`config.mk`:
```
export PLATFORM = sky130hd
export DESIGN_NAME = i2c_bus_master
export DESIGN_NICKNAME = d
export VERILOG_FILES = /design/src/rtl/i2c_bus_master_pkg.sv /design/src/rtl/i2c_bus_master_datapath.sv /design/src/rtl/i2c_bus_master_control.sv /design/src/rtl/i2c_bus_master.sv
export SDC_FILE = /design/constraint.sdc
export NUM_CORES = 1
export LEC_CHECK = 0
export BUFFER_PORTS_ARGS = -buffer_cell sky130_fd_sc_hd__buf_2
export CORE_UTILIZATION = 57
export DETAILED_ROUTE_END_ITERATION = 10
export HOLD_SLACK_MARGIN = 0.08
export PLACE_DENSITY = 0.8
export SLEW_MARGIN = 20
export SYNTH_ARGS = -nofsm -noshare
export SYNTH_HDL_FRONTEND = slang
export SYNTH_SLANG_ARGS = --single-unit
```
`constraint.sdc`:
```
create_clock -name clk -period 3.2 [get_ports clk]
set_input_delay 0.16 -clock clk [delete_from_list [all_inputs] [get_ports clk]]
set_output_delay 0.16 -clock clk [all_outputs]
set_load 0.05 [all_outputs]
```
`src/rtl/i2c_bus_master_pkg.sv`:
```
package i2c_bus_master_pkg;

  typedef enum logic [1:0] {
    OP_START = 2'd0,
    OP_WRITE = 2'd1,
    OP_READ  = 2'd2,
    OP_STOP  = 2'd3
  } cmdOp_e;

  // Strobes from the sequencer to the datapath
  typedef struct packed {
    logic timerGo;
    logic sclPull;
    logic sclRelease;
    logic sdaPull;
    logic sdaRelease;
    logic shiftLoad;
    logic shiftIn;
    logic rxCapture;
  } dpStrobe_t;

endpackage

```
`src/rtl/i2c_bus_master_datapath.sv`:
```
module i2c_bus_master_datapath
  import i2c_bus_master_pkg::*;
#(
  parameter int DIV_W  = 16,
  parameter int BYTE_W = 8
) (
  input  logic              clk,
  input  logic              rstN,
  input  logic [DIV_W-1:0]  divider,
  input  logic [BYTE_W-1:0] cmdData,
  input  logic              sdaIn,
  input  dpStrobe_t         strobe,
  output logic              timerDone,
  output logic              txBit,
  output logic [BYTE_W-1:0] rxData,
  output logic              sclDriveLow,
  output logic              sdaDriveLow
);

  localparam logic [DIV_W-1:0] ONE = {{(DIV_W-1){1'b0}}, 1'b1};

  logic [DIV_W-1:0]  timerQ;
  logic [DIV_W-1:0]  reloadVal;
  logic [BYTE_W-1:0] shiftQ;
  logic [BYTE_W-1:0] rxQ;
  logic              sclLowQ;
  logic              sdaLowQ;

  assign reloadVal = (divider == '0) ? ONE : divider;
  assign timerDone = (timerQ == ONE);

  // Delay unit: loaded on timerGo, counts down to 1
  always_ff @(posedge clk or negedge rstN) begin
    if (!rstN) begin
      timerQ <= '0;
    end else if (strobe.timerGo) begin
      timerQ <= reloadVal;
    end else if (timerQ != '0) begin
      timerQ <= timerQ - ONE;
    end
  end

  // Shared shift register: transmit MSB first, receive into LSB
  always_ff @(posedge clk or negedge rstN) begin
    if (!rstN) begin
      shiftQ <= '0;
      rxQ    <= '0;
    end else begin
      if (strobe.shiftLoad) begin
        shiftQ <= cmdData;
      end else if (strobe.shiftIn) begin
        shiftQ <= {shiftQ[BYTE_W-2:0], sdaIn};
      end
      if (strobe.rxCapture) begin
        rxQ <= shiftQ;
      end
    end
  end

  // Open-drain enables: only pull-low or release
  always_ff @(posedge clk or negedge rstN) begin
    if (!rstN) begin
      sclLowQ <= 1'b0;
      sdaLowQ <= 1'b0;
    end else begin
      if (strobe.sclPull)         sclLowQ <= 1'b1;
      else if (strobe.sclRelease) sclLowQ <= 1'b0;
      if (strobe.sdaPull)         sdaLowQ <= 1'b1;
      else if (strobe.sdaRelease) sdaLowQ <= 1'b0;
    end
  end

  assign txBit       = shiftQ[BYTE_W-1];
  assign rxData      = rxQ;
  assign sclDriveLow = sclLowQ;
  assign sdaDriveLow = sdaLowQ;

  // once loaded, the delay counter only moves downward until reloaded
  p_timer_descends_r10: assert property (@(posedge clk) disable iff (!rstN)
    (!strobe.timerGo && timerQ != '0) |=> (timerQ < $past(timerQ)));

  // a line is never pulled and released in the same step
  p_no_conflicting_strobes_r1: assert property (@(posedge clk) disable iff (!rstN)
    !(strobe.sdaPull && strobe.sdaRelease) && !(strobe.sclPull && strobe.sclRelease));

endmodule

```
`src/rtl/i2c_bus_master_control.sv`:
```
module i2c_bus_master_control
  import i2c_bus_master_pkg::*;
#(
  parameter int BYTE_W = 8
) (
  input  logic       clk,
  input  logic       rstN,
  input  logic       cmdValid,
  input  logic [1:0] cmdOp,
  input  logic       cmdAckBit,
  input  logic       sclIn,
  input  logic       sdaIn,
  input  logic       timerDone,
  input  logic       txBit,
  output dpStrobe_t  strobe,
  output logic       busy,
  output logic       done,
  output logic       ackSeen,
  output logic       arbLost,
  output logic       inTransfer
);

  localparam int IDX_W = $clog2(BYTE_W + 1);
  localparam logic [IDX_W-1:0] LAST_IDX = IDX_W'(BYTE_W);

  typedef enum logic [4:0] {
    S_IDLE, S_RS_REL, S_RS_LOW, S_RS_STRETCH, S_RS_HIGH,
    S_ST_CHECK, S_ST_HOLD,
    S_BIT_SET, S_BIT_LOW, S_BIT_STRETCH, S_BIT_HIGH,
    S_SP_PULL, S_SP_LOW, S_SP_STRETCH, S_SP_HIGH, S_SP_CHECK
  } state_e;

  state_e           stateQ, stateNext;
  cmdOp_e           opQ;
  logic             ackBitQ;
  logic [IDX_W-1:0] bitIdxQ;
  logic             ackQ, arbQ, inTransferQ, doneQ;

  logic accept, finish, abort, ackCap, bitInc, setInT, clrInT;
  logic isWrite, lastBit, masterDrives, level, sendsOne;

  assign isWrite      = (opQ == OP_WRITE);
  assign lastBit      = (bitIdxQ == LAST_IDX);
  assign masterDrives = isWrite ? !lastBit : lastBit;
  assign level        = isWrite ? txBit : ackBitQ;
  assign sendsOne     = masterDrives && level;

  always_comb begin
    strobe    = '0;
    stateNext = stateQ;
    accept    = 1'b0;
    finish    = 1'b0;
    abort     = 1'b0;
    ackCap    = 1'b0;
    bitInc    = 1'b0;
    setInT    = 1'b0;
    clrInT    = 1'b0;
    unique case (stateQ)
      S_IDLE: begin
        if (cmdValid) begin
          accept           = 1'b1;
          strobe.shiftLoad = 1'b1;
          unique case (cmdOp_e'(cmdOp))
            OP_START: stateNext = inTransferQ ? S_RS_REL : S_ST_CHECK;
            OP_WRITE: stateNext = S_BIT_SET;
            OP_READ:  stateNext = S_BIT_SET;
            OP_STOP:  stateNext = S_SP_PULL;
          endcase
        end
      end
      // repeated start: raise SDA, then SCL, then fall into start edge
      S_RS_REL: begin
        strobe.sdaRelease = 1'b1;
        strobe.timerGo    = 1'b1;
        stateNext         = S_RS_LOW;
      end
      S_RS_LOW: if (timerDone) begin
        strobe.sclRelease = 1'b1;
        stateNext         = S_RS_STRETCH;
      end
      S_RS_STRETCH: if (sclIn) begin
        strobe.timerGo = 1'b1;
        stateNext      = S_RS_HIGH;
      end
      S_RS_HIGH: if (timerDone) stateNext = S_ST_CHECK;
      S_ST_CHECK: begin
        if (sclIn) begin
          if (!sdaIn) begin
            abort = 1'b1;
          end else begin
            strobe.sdaPull = 1'b1;
            strobe.timerGo = 1'b1;
            stateNext      = S_ST_HOLD;
          end
        end
      end
      S_ST_HOLD: if (timerDone) begin
        strobe.sclPull = 1'b1;
        setInT         = 1'b1;
        finish         = 1'b1;
      end
      // one bit cycle
      S_BIT_SET: begin
        if (masterDrives && !level) strobe.sdaPull = 1'b1;
        else                        strobe.sdaRelease = 1'b1;
        strobe.timerGo = 1'b1;
        stateNext      = S_BIT_LOW;
      end
      S_BIT_LOW: if (timerDone) begin
        strobe.sclRelease = 1'b1;
        stateNext         = S_BIT_STRETCH;
      end
      S_BIT_STRETCH: begin
        if (sclIn) begin
          if (sendsOne && !sdaIn) begin
            abort = 1'b1;
          end else begin
            if (!lastBit) strobe.shiftIn = 1'b1;
            if (lastBit && isWrite) ackCap = 1'b1;
            strobe.timerGo = 1'b1;
            stateNext      = S_BIT_HIGH;
          end
        end
      end
      S_BIT_HIGH: if (timerDone) begin
        strobe.sclPull = 1'b1;
        if (lastBit) begin
          strobe.rxCapture = !isWrite;
          finish           = 1'b1;
        end else begin
          bitInc    = 1'b1;
          stateNext = S_BIT_SET;
        end
      end
      // stop condition
      S_SP_PULL: begin
        strobe.sdaPull = 1'b1;
        strobe.timerGo = 1'b1;
        stateNext      = S_SP_LOW;
      end
      S_SP_LOW: if (timerDone) begin
        strobe.sclRelease = 1'b1;
        stateNext         = S_SP_STRETCH;
      end
      S_SP_STRETCH: if (sclIn) begin
        strobe.timerGo = 1'b1;
        stateNext      = S_SP_HIGH;
      end
      S_SP_HIGH: if (timerDone) begin
        strobe.sdaRelease = 1'b1;
        strobe.timerGo    = 1'b1;
        stateNext         = S_SP_CHECK;
      end
      S_SP_CHECK: if (timerDone) begin
        if (!sdaIn) begin
          abort = 1'b1;
        end else begin
          clrInT = 1'b1;
          finish = 1'b1;
        end
      end
      default: stateNext = S_IDLE;
    endcase
    if (abort) begin
      strobe.sclRelease = 1'b1;
      strobe.sdaRelease = 1'b1;
      strobe.sclPull    = 1'b0;
      strobe.sdaPull    = 1'b0;
      strobe.timerGo    = 1'b0;
      finish            = 1'b1;
    end
    if (finish) stateNext = S_IDLE;
  end

  always_ff @(posedge clk or negedge rstN) begin
    if (!rstN) begin
      stateQ      <= S_IDLE;
      opQ         <= OP_START;
      ackBitQ     <= 1'b0;
      bitIdxQ     <= '0;
      ackQ        <= 1'b0;
      arbQ        <= 1'b0;
      inTransferQ <= 1'b0;
      doneQ       <= 1'b0;
    end else begin
      stateQ <= stateNext;
      doneQ  <= finish;
      if (accept) begin
        opQ     <= cmdOp_e'(cmdOp);
        ackBitQ <= cmdAckBit;
        bitIdxQ <= '0;
        arbQ    <= 1'b0;
      end
      if (bitInc) bitIdxQ <= bitIdxQ + 1'b1;
      if (ackCap) ackQ <= sdaIn;
      if (setInT) inTransferQ <= 1'b1;
      if (clrInT) inTransferQ <= 1'b0;
      if (abort) begin
        arbQ        <= 1'b1;
        inTransferQ <= 1'b0;
      end
    end
  end

  assign busy       = (stateQ != S_IDLE);
  assign done       = doneQ;
  assign ackSeen    = ackQ;
  assign arbLost    = arbQ;
  assign inTransfer = inTransferQ;

  // a low SCL read-back holds the bit cycle in its wait state
  p_stretch_hold_r7: assert property (@(posedge clk) disable iff (!rstN)
    (stateQ == S_BIT_STRETCH && !sclIn) |=> (stateQ == S_BIT_STRETCH));

  // done lasts a single cycle and comes with busy low
  p_done_pulse_r11: assert property (@(posedge clk) disable iff (!rstN)
    done |-> (!busy ##1 !done));

  // a stop that sees SDA high closes the transfer
  p_stop_closes_r5: assert property (@(posedge clk) disable iff (!rstN)
    (stateQ == S_SP_CHECK && timerDone && sdaIn) |=> (done && !inTransfer && !arbLost));

  // sending a 1 against a low SDA ends the command with arbitration lost
  p_arb_detect_r8: assert property (@(posedge clk) disable iff (!rstN)
    (stateQ == S_BIT_STRETCH && sclIn && sendsOne && !sdaIn) |=> (done && arbLost && !inTransfer));

endmodule

```
`src/rtl/i2c_bus_master.sv`:
```
module i2c_bus_master
  import i2c_bus_master_pkg::*;
#(
  parameter int DIV_W  = 16,
  parameter int BYTE_W = 8
) (
  input  logic              clk,
  input  logic              rstN,
  input  logic              cmdValid,
  input  logic [1:0]        cmdOp,
  input  logic [BYTE_W-1:0] cmdData,
  input  logic              cmdAckBit,
  input  logic [DIV_W-1:0]  divider,
  input  logic              sclIn,
  input  logic              sdaIn,
  output logic              sclDriveLow,
  output logic              sdaDriveLow,
  output logic              busy,
  output logic              done,
  output logic [BYTE_W-1:0] rxData,
  output logic              ackSeen,
  output logic              arbLost,
  output logic              inTransfer
);

  dpStrobe_t strobe;
  logic      timerDone;
  logic      txBit;

  i2c_bus_master_control #(.BYTE_W(BYTE_W)) u_control (
    .clk(clk), .rstN(rstN), .cmdValid(cmdValid), .cmdOp(cmdOp),
    .cmdAckBit(cmdAckBit), .sclIn(sclIn), .sdaIn(sdaIn),
    .timerDone(timerDone), .txBit(txBit), .strobe(strobe),
    .busy(busy), .done(done), .ackSeen(ackSeen), .arbLost(arbLost),
    .inTransfer(inTransfer)
  );

  i2c_bus_master_datapath #(.DIV_W(DIV_W), .BYTE_W(BYTE_W)) u_datapath (
    .clk(clk), .rstN(rstN), .divider(divider), .cmdData(cmdData),
    .sdaIn(sdaIn), .strobe(strobe), .timerDone(timerDone), .txBit(txBit),
    .rxData(rxData), .sclDriveLow(sclDriveLow), .sdaDriveLow(sdaDriveLow)
  );

  // an aborted command leaves both lines released
  p_abort_released_r8: assert property (@(posedge clk) disable iff (!rstN)
    (done && arbLost) |-> (!sclDriveLow && !sdaDriveLow));

endmodule

```
After elaboration in Yosys (flattened, before gate mapping)
Cells that the tools add are included.
{ "word_totals": {"regBits": 50, "inputBits": 32, "out_inout_bits": 15} }
{ "op_classes": {"addsub": 2, "eq_ne": 36, "mux": 78, "reduce_logical": 27} }
{ "op_table": {"columns": ["op", "n"], "rows": [
  ["2-to-1 mux 5 bit", 16],
  ["case mux 5 bit (15 select lines)", 1],
  ["2-to-1 mux 16 bit", 3],
  ["2-to-1 mux 1 bit", 47],
  ["!= test 3 x 2 -> 1 bit, second input constant", 14],
  ["== test 5 x 4 -> 1 bit, second input constant", 8],
  ["== test 5 x 3 -> 1 bit, second input constant", 4],
  ["== test 16 x 1 -> 1 bit, second input constant", 1],
  ["zero test 16 bit", 1],
  ["2-to-1 mux 8 bit", 2],
  ["nonzero test 16 bit", 1],
  ["subtractor 16 x 1 -> 16 bit, second input constant", 1],
  ["case mux 5 bit (3 select lines)", 1],
  ["AND reduction 15 bit", 1],
  ["case mux 1 bit (3 select lines)", 4],
  ["nonzero test 2 bit", 6],
  ["== test 5 x 2 -> 1 bit, second input constant", 2],
  ["2-to-1 mux 4 bit", 2],
  ["OR reduction 2 bit", 4],
  ["OR reduction 3 bit", 2],
  ["== test 5 x 1 -> 1 bit, second input constant", 1],
  ["zero test 5 bit", 1],
  ["case mux 1 bit (5 select lines)", 1],
  ["nonzero test 5 bit", 1],
  ["10 further kinds", 18]
]} }

Longest topological paths before layout
{ "logic_depth": {"ltp_word": 11, "depth_mapped": 10} }

Modules after synthesis
A second synthesis with hierarchy kept.
{ "hier_totals": {"hier_cells": 336, "hier_area_um2": 3175.5} }
{ "by_module_without_submodules": {"columns": ["mod", "n_inst", "cells_each", "area_each_um2", "seq_area_each_um2"], "rows": [
  ["i2c_bus_master_datapath", 1, 172, 1828.0, 850.8],
  ["i2c_bus_master_control", 1, 164, 1347.5, 375.4]
]} }

Worst setup path after synthesis
OpenSTA, ideal clock, no wires.
{ "synth_path": {"path_type": "register to register", "from": "register u_control.bitIdxQ[0]", "to": "register u_control.stateQ[2]", "setup_ps": 86, "arrival_ps": 2325, "required_time_ps": 3114, "slack_ps": 789, "path_stages_with_launch": 11, "path_buffers": 1, "path_cell_list": "dfrtp_1 -> inv_1 -> ha_1 -> and3b_1 -> clkbuf_1 -> ha_1 -> or4_1 -> nor2_1 -> o21ai_0 -> and4_1 -> nor3_1"} }
{ "synth_between": {"elab_chain_cells": 11, "word_cells_on_any_way": 29} }
{ "synth_rtl": {"columns": ["item", "line", "text"], "rows": [
  ["start, declared", "i2c_bus_master_control.sv:36", "logic [IDX_W-1:0] bitIdxQ;"],
  ["start signal, assigned", "i2c_bus_master_control.sv:194", "if (bitInc) bitIdxQ <= bitIdxQ + 1'b1;"],
  ["== test 4 bit (*)", "i2c_bus_master_control.sv:43", "assign lastBit = (bitIdxQ == LAST_IDX);"],
  ["zero test 1 bit", "i2c_bus_master_control.sv:44", "assign masterDrives = isWrite ? !lastBit : lastBit;"],
  ["2-to-1 mux 1 bit", "i2c_bus_master_control.sv:44", null],
  ["logical AND 1 bit", "i2c_bus_master_control.sv:46", "assign sendsOne = masterDrives && level;"],
  ["logical AND 1 bit", "i2c_bus_master_control.sv:115", "if (sendsOne && !sdaIn) begin"],
  ["2-to-1 mux 1 bit", "i2c_bus_master_control.sv:115", null],
  ["2-to-1 mux 1 bit", "i2c_bus_master_control.sv:114", "if (sclIn) begin"],
  ["case mux 1 bit (3 select lines)", "i2c_bus_master_control.sv:58", "unique case (stateQ)"],
  ["2-to-1 mux 1 bit", "i2c_bus_master_control.sv:164", "if (abort) begin"],
  ["!= test 3 x 2 -> 1 bit (no line) / != test 2 x 1 -> 1 bit (equally long branches)", null, null],
  ["AND reduction 15 bit (no line)", null, null],
  ["end signal, assigned", "i2c_bus_master_control.sv:186", "stateQ <= stateNext;"],
  ["end, declared", "i2c_bus_master_control.sv:33", "state_e stateQ, stateNext;"]
]} }
Mark *: on every way between the ends. The rest lies on a longest branch, timed or not.
A chain may end at the register's enable or synchronous reset.

Worst setup path in the final report
{ "layout_path": {"from": "register u_control.bitIdxQ[0]", "to": "register u_datapath.timerQ[3]"} }
{ "layout_between": {"elab_chain_cells": 10, "word_cells_on_any_way": 14} }
{ "layout_rtl": {"columns": ["item", "line", "text"], "rows": [
  ["== test 4 bit (*)", "i2c_bus_master_control.sv:43", null],
  ["zero test 1 bit", "i2c_bus_master_control.sv:44", null],
  ["2-to-1 mux 1 bit (*)", "i2c_bus_master_control.sv:44", null],
  ["logical AND 1 bit (*)", "i2c_bus_master_control.sv:46", null],
  ["logical AND 1 bit (*)", "i2c_bus_master_control.sv:115", null],
  ["2-to-1 mux 1 bit", "i2c_bus_master_control.sv:115", null],
  ["2-to-1 mux 1 bit", "i2c_bus_master_control.sv:114", null],
  ["case mux 1 bit (5 select lines) / case mux 1 bit (3 select lines) (equally long branches)", "i2c_bus_master_control.sv:58", null],
  ["2-to-1 mux 5 bit (*)", "i2c_bus_master_control.sv:164", null],
  ["2-to-1 mux 16 bit / nonzero test 2 bit (equally long branches)", null, null],
  ["end signal, assigned", "i2c_bus_master_datapath.sv:37", "timerQ <= reloadVal;"],
  ["end signal, assigned", "i2c_bus_master_datapath.sv:39", "timerQ <= timerQ - ONE;"],
  ["end, declared", "i2c_bus_master_datapath.sv:22", "logic [DIV_W-1:0] timerQ;"]
]} }
Marked as above.

==> results.sh <==
export IMPL_grtUsageTotal_pct=26.1
export IMPL_ys_types=51
export IMPL_antenna_found_initial=0
export IMPL_status="completed"
export IMPL_cts_sinks=49
export IMPL_min_path_type="primary input to flip-flop"
export IMPL_drv_cap=0
export IMPL_synth_yosys_seq_area_share_pct=41.0
export IMPL_synthCells=327
export IMPL_vias_per_cell=5.94
export IMPL_cts_tree="done"
export IMPL_wire_per_inst_um=15.2
export IMPL_htreeDepth=2
export IMPL_end_kind="flip-flop"
export IMPL_use_met3_pct=5.28
export IMPL_syn_nets=367
export IMPL_path_common_cell="ha_1"
export IMPL_met1_usage_pct=37.3
export IMPL_nets=417
export IMPL_finalHoldViolCount=0
export IMPL_grt_use_met2_pct=40.1
export IMPL_synth_edf_count=0
export IMPL_cp_start_kind="flip-flop"
export IMPL_worst_slew_pin_transition_ns=0.769
export IMPL_synth_top_area_share_pct=41.0
export IMPL_critical_path_class="flip-flop to flip-flop"
export IMPL_grt_setup_unrepaired="false"
export IMPL_syn_cell_area_um2=2990
export IMPL_grt_pass1_wl_um=11000
export IMPL_crit_chain="inv_1 > ha_1 > and3b_1 > ha_1 > o31ai_1 > o211ai_2 > buf_4 > a211oi_1 > a21o_1"
export IMPL_fin_crit_sh_pct=83.8
export IMPL_max_slew_margin_rel_pct=48.7
export IMPL_ir_drop_mv=0.450
export IMPL_fp_dieArea_um2=5540
export IMPL_fin_crit_ns=2.68
export IMPL_ys_seq_elements=49
export IMPL_die_width_um=74.4
export IMPL_power_density_nw_per_um2=794
export IMPL_area_growth_pct=15.4
export IMPL_final_max_slew_viol_count=0
export IMPL_die_y_um=74.4
export IMPL_yosys_cell_count_top_type="dfrtp_1"
export IMPL_async_flop_share_pct=100
export IMPL_seqCellArea_um2=1230
export IMPL_vias=2644
export IMPL_r2r_cells=9
export IMPL_layout_setup_ws_ns=0.520
export IMPL_gp_congestion=0.896
export IMPL_firstDrtPassIters=5
export IMPL_cts_buffers=5
export IMPL_clock_latency_ns=0.31
export IMPL_grt_max_degree=32
export IMPL_cpPeakStageDelay_ns=0.52
export IMPL_cts_root_buf="clkbuf_8"
export IMPL_skew_ns=0.00636
export IMPL_fin_tns_setup_ns=0
export IMPL_post_cts_buffers=0
export IMPL_fmax_mhz=373
export IMPL_ios=47
export IMPL_worstPathRequired_ns=3.45
export IMPL_whs_ns=0.0774
export IMPL_syn_avg_cell_area_um2=9.14
export IMPL_wirelength_um=6770
export IMPL_synth_main_ff_cell="dfrtp_1"
export IMPL_grt_busiest_layer="met2"
export IMPL_yosysTopAreaCell="dfrtp_1"
export IMPL_drive_gt1_share_pct=22.2
export IMPL_drt_iter0_drc=256
export IMPL_synth_common_cells="dfrtp_1 (49), nand2_1 (36), o21ai_0 (28), nor2_1 (18), a21oi_1 (17)"
export IMPL_synth_area_leaders="dfrtp_1 (41%), o21ai_0 (4.7%), nand2_1 (4.5%)"
export IMPL_detail_route_antenna_nets=0
export IMPL_clkTransAtPathRegs_ns=0.10
export IMPL_cts_resized=0
export IMPL_gr_total_overflow=0
export IMPL_power_leakage_nw=1.59
export IMPL_cp_max_fo=30
export IMPL_clock_path_buffers=2
export IMPL_finalSetupViolations=0
export IMPL_arrival_ns=2.94
export IMPL_portBuffers=46
export IMPL_grt_pass1_vias=2356
export IMPL_slowest_stage="o31ai_1"
export IMPL_ys_warn_count=0
export IMPL_core_area_um2=4880
export IMPL_utilization_pct=70.7
export IMPL_row_count=25
export IMPL_start_util_pct=61.3
export IMPL_route_detailed_drc=0
export IMPL_insertedDiodeCount=0
export IMPL_nFillCells=392
export IMPL_holdPathStages=3
export IMPL_place_ws_ns=0.545
export IMPL_dp_hpwl_um=4940
export IMPL_multi_input_area_um2=1630
-- metal layers --
metal / vias to the layer above / part of all wire (%)
li1: 1291 / -
met1: 1235 / 46
met2: 103 / 47
met3: 15 / 5.7
met4: 0 / 1.7
met5: - / 0
-- per-stage QoR --
step | cell area (um^2) | power (mW) | std cells
finish | 3450 | 2.74 | 445
global route | 3450 | 2.95 | 445
CTS | 3440 | 2.73 | 444
detailed placement | 3270 | 2.34 | 428
global placement | 3270 | 2.28 | 428
floorplan | 2990 | 2.05 | 327
-- layout make-up --
type                       instances  share of cell area (%)
multi-input combinational        246                    47.2
clock inverter                     3                   0.725
timing repair buffer              61                    10.6
clock buffer                       5                    1.99
sequential                        49                    35.5
tap                               67                    2.43
inverter                          14                    1.52
-- layout by cell type (no fill, tap or decap), drive strengths merged, types with 8 or more instances in the layout --
cell         netlist  final
ha                 8      8
nand2             36     36
buf                7     52
o21ai             28     28
mux2i             12     12
a21oi             17     17
nand3             10     10
inv               14     16
nor2              19     19
dlygate4sd3        0      9
o31ai             11     11
nor4              11     11
dfrtp             49     49
mux2              12     12
nor3              13     13
-- sequential cells by signal, indices dropped and copies added (netlist names), 2 cells and up --
| name | count |
|---|---|
| u_control.bitIdxQ | 4 |
| u_control.opQ | 2 |
| u_control.stateQ | 4 |
| u_datapath.rxData | 8 |
| u_datapath.shiftQ | 8 |
| u_datapath.timerQ | 16 |
-- critical path: cells and delay by family (launching register included) --
family	cells	cell delay [ns]
AOI/OAI and AO/OA	4	1.04
adders and majority gates	2	0.58
buffers and inverters	2	0.32
and+or+nand+nor	1	0.27
DFF	1	0.42
-- cells by family (layout without fill, tap and decap cells) --
group	count (synthesis)	in the layout	share of synthesized area, %
AOI/OAI and AO/OA	78	78	16.5
adders and majority gates	8	8	3.35
xor gates and xnor gates	8	8	2.34
and+or+nand+nor	128	128	23.8
DFF	49	49	41.0
muxes	24	24	8.54
buffers and inverters	32	83	4.48
-- power by group --
group,total (mW),switching [mW],internal [mW]
Sequential,1.20,0.347,0.848
Combinational,1.16,0.648,0.509
Clock,0.386,0.227,0.160
-- worst paths after layout --
kind,start,end,slack [ns]
max,u_control.bitIdxQ[0],u_datapath.timerQ[3],0.52
min,divider[10],u_datapath.timerQ[10],0.08
max reg2reg,u_control.bitIdxQ[0],u_datapath.timerQ[3],0.52
min reg2reg,u_control.bitIdxQ[3],u_control.bitIdxQ[3],0.48
max in group asynchronous,rstN,u_datapath.timerQ[0],2.14
min in group asynchronous,rstN,u_control.done,0.31
-- repair_timing --
item,CTS,global route
setup endpoints to repair,0,0
hold buffers,8,1
endpoints found under the hold margin,25,1
(Power assumes the default switching activity.)
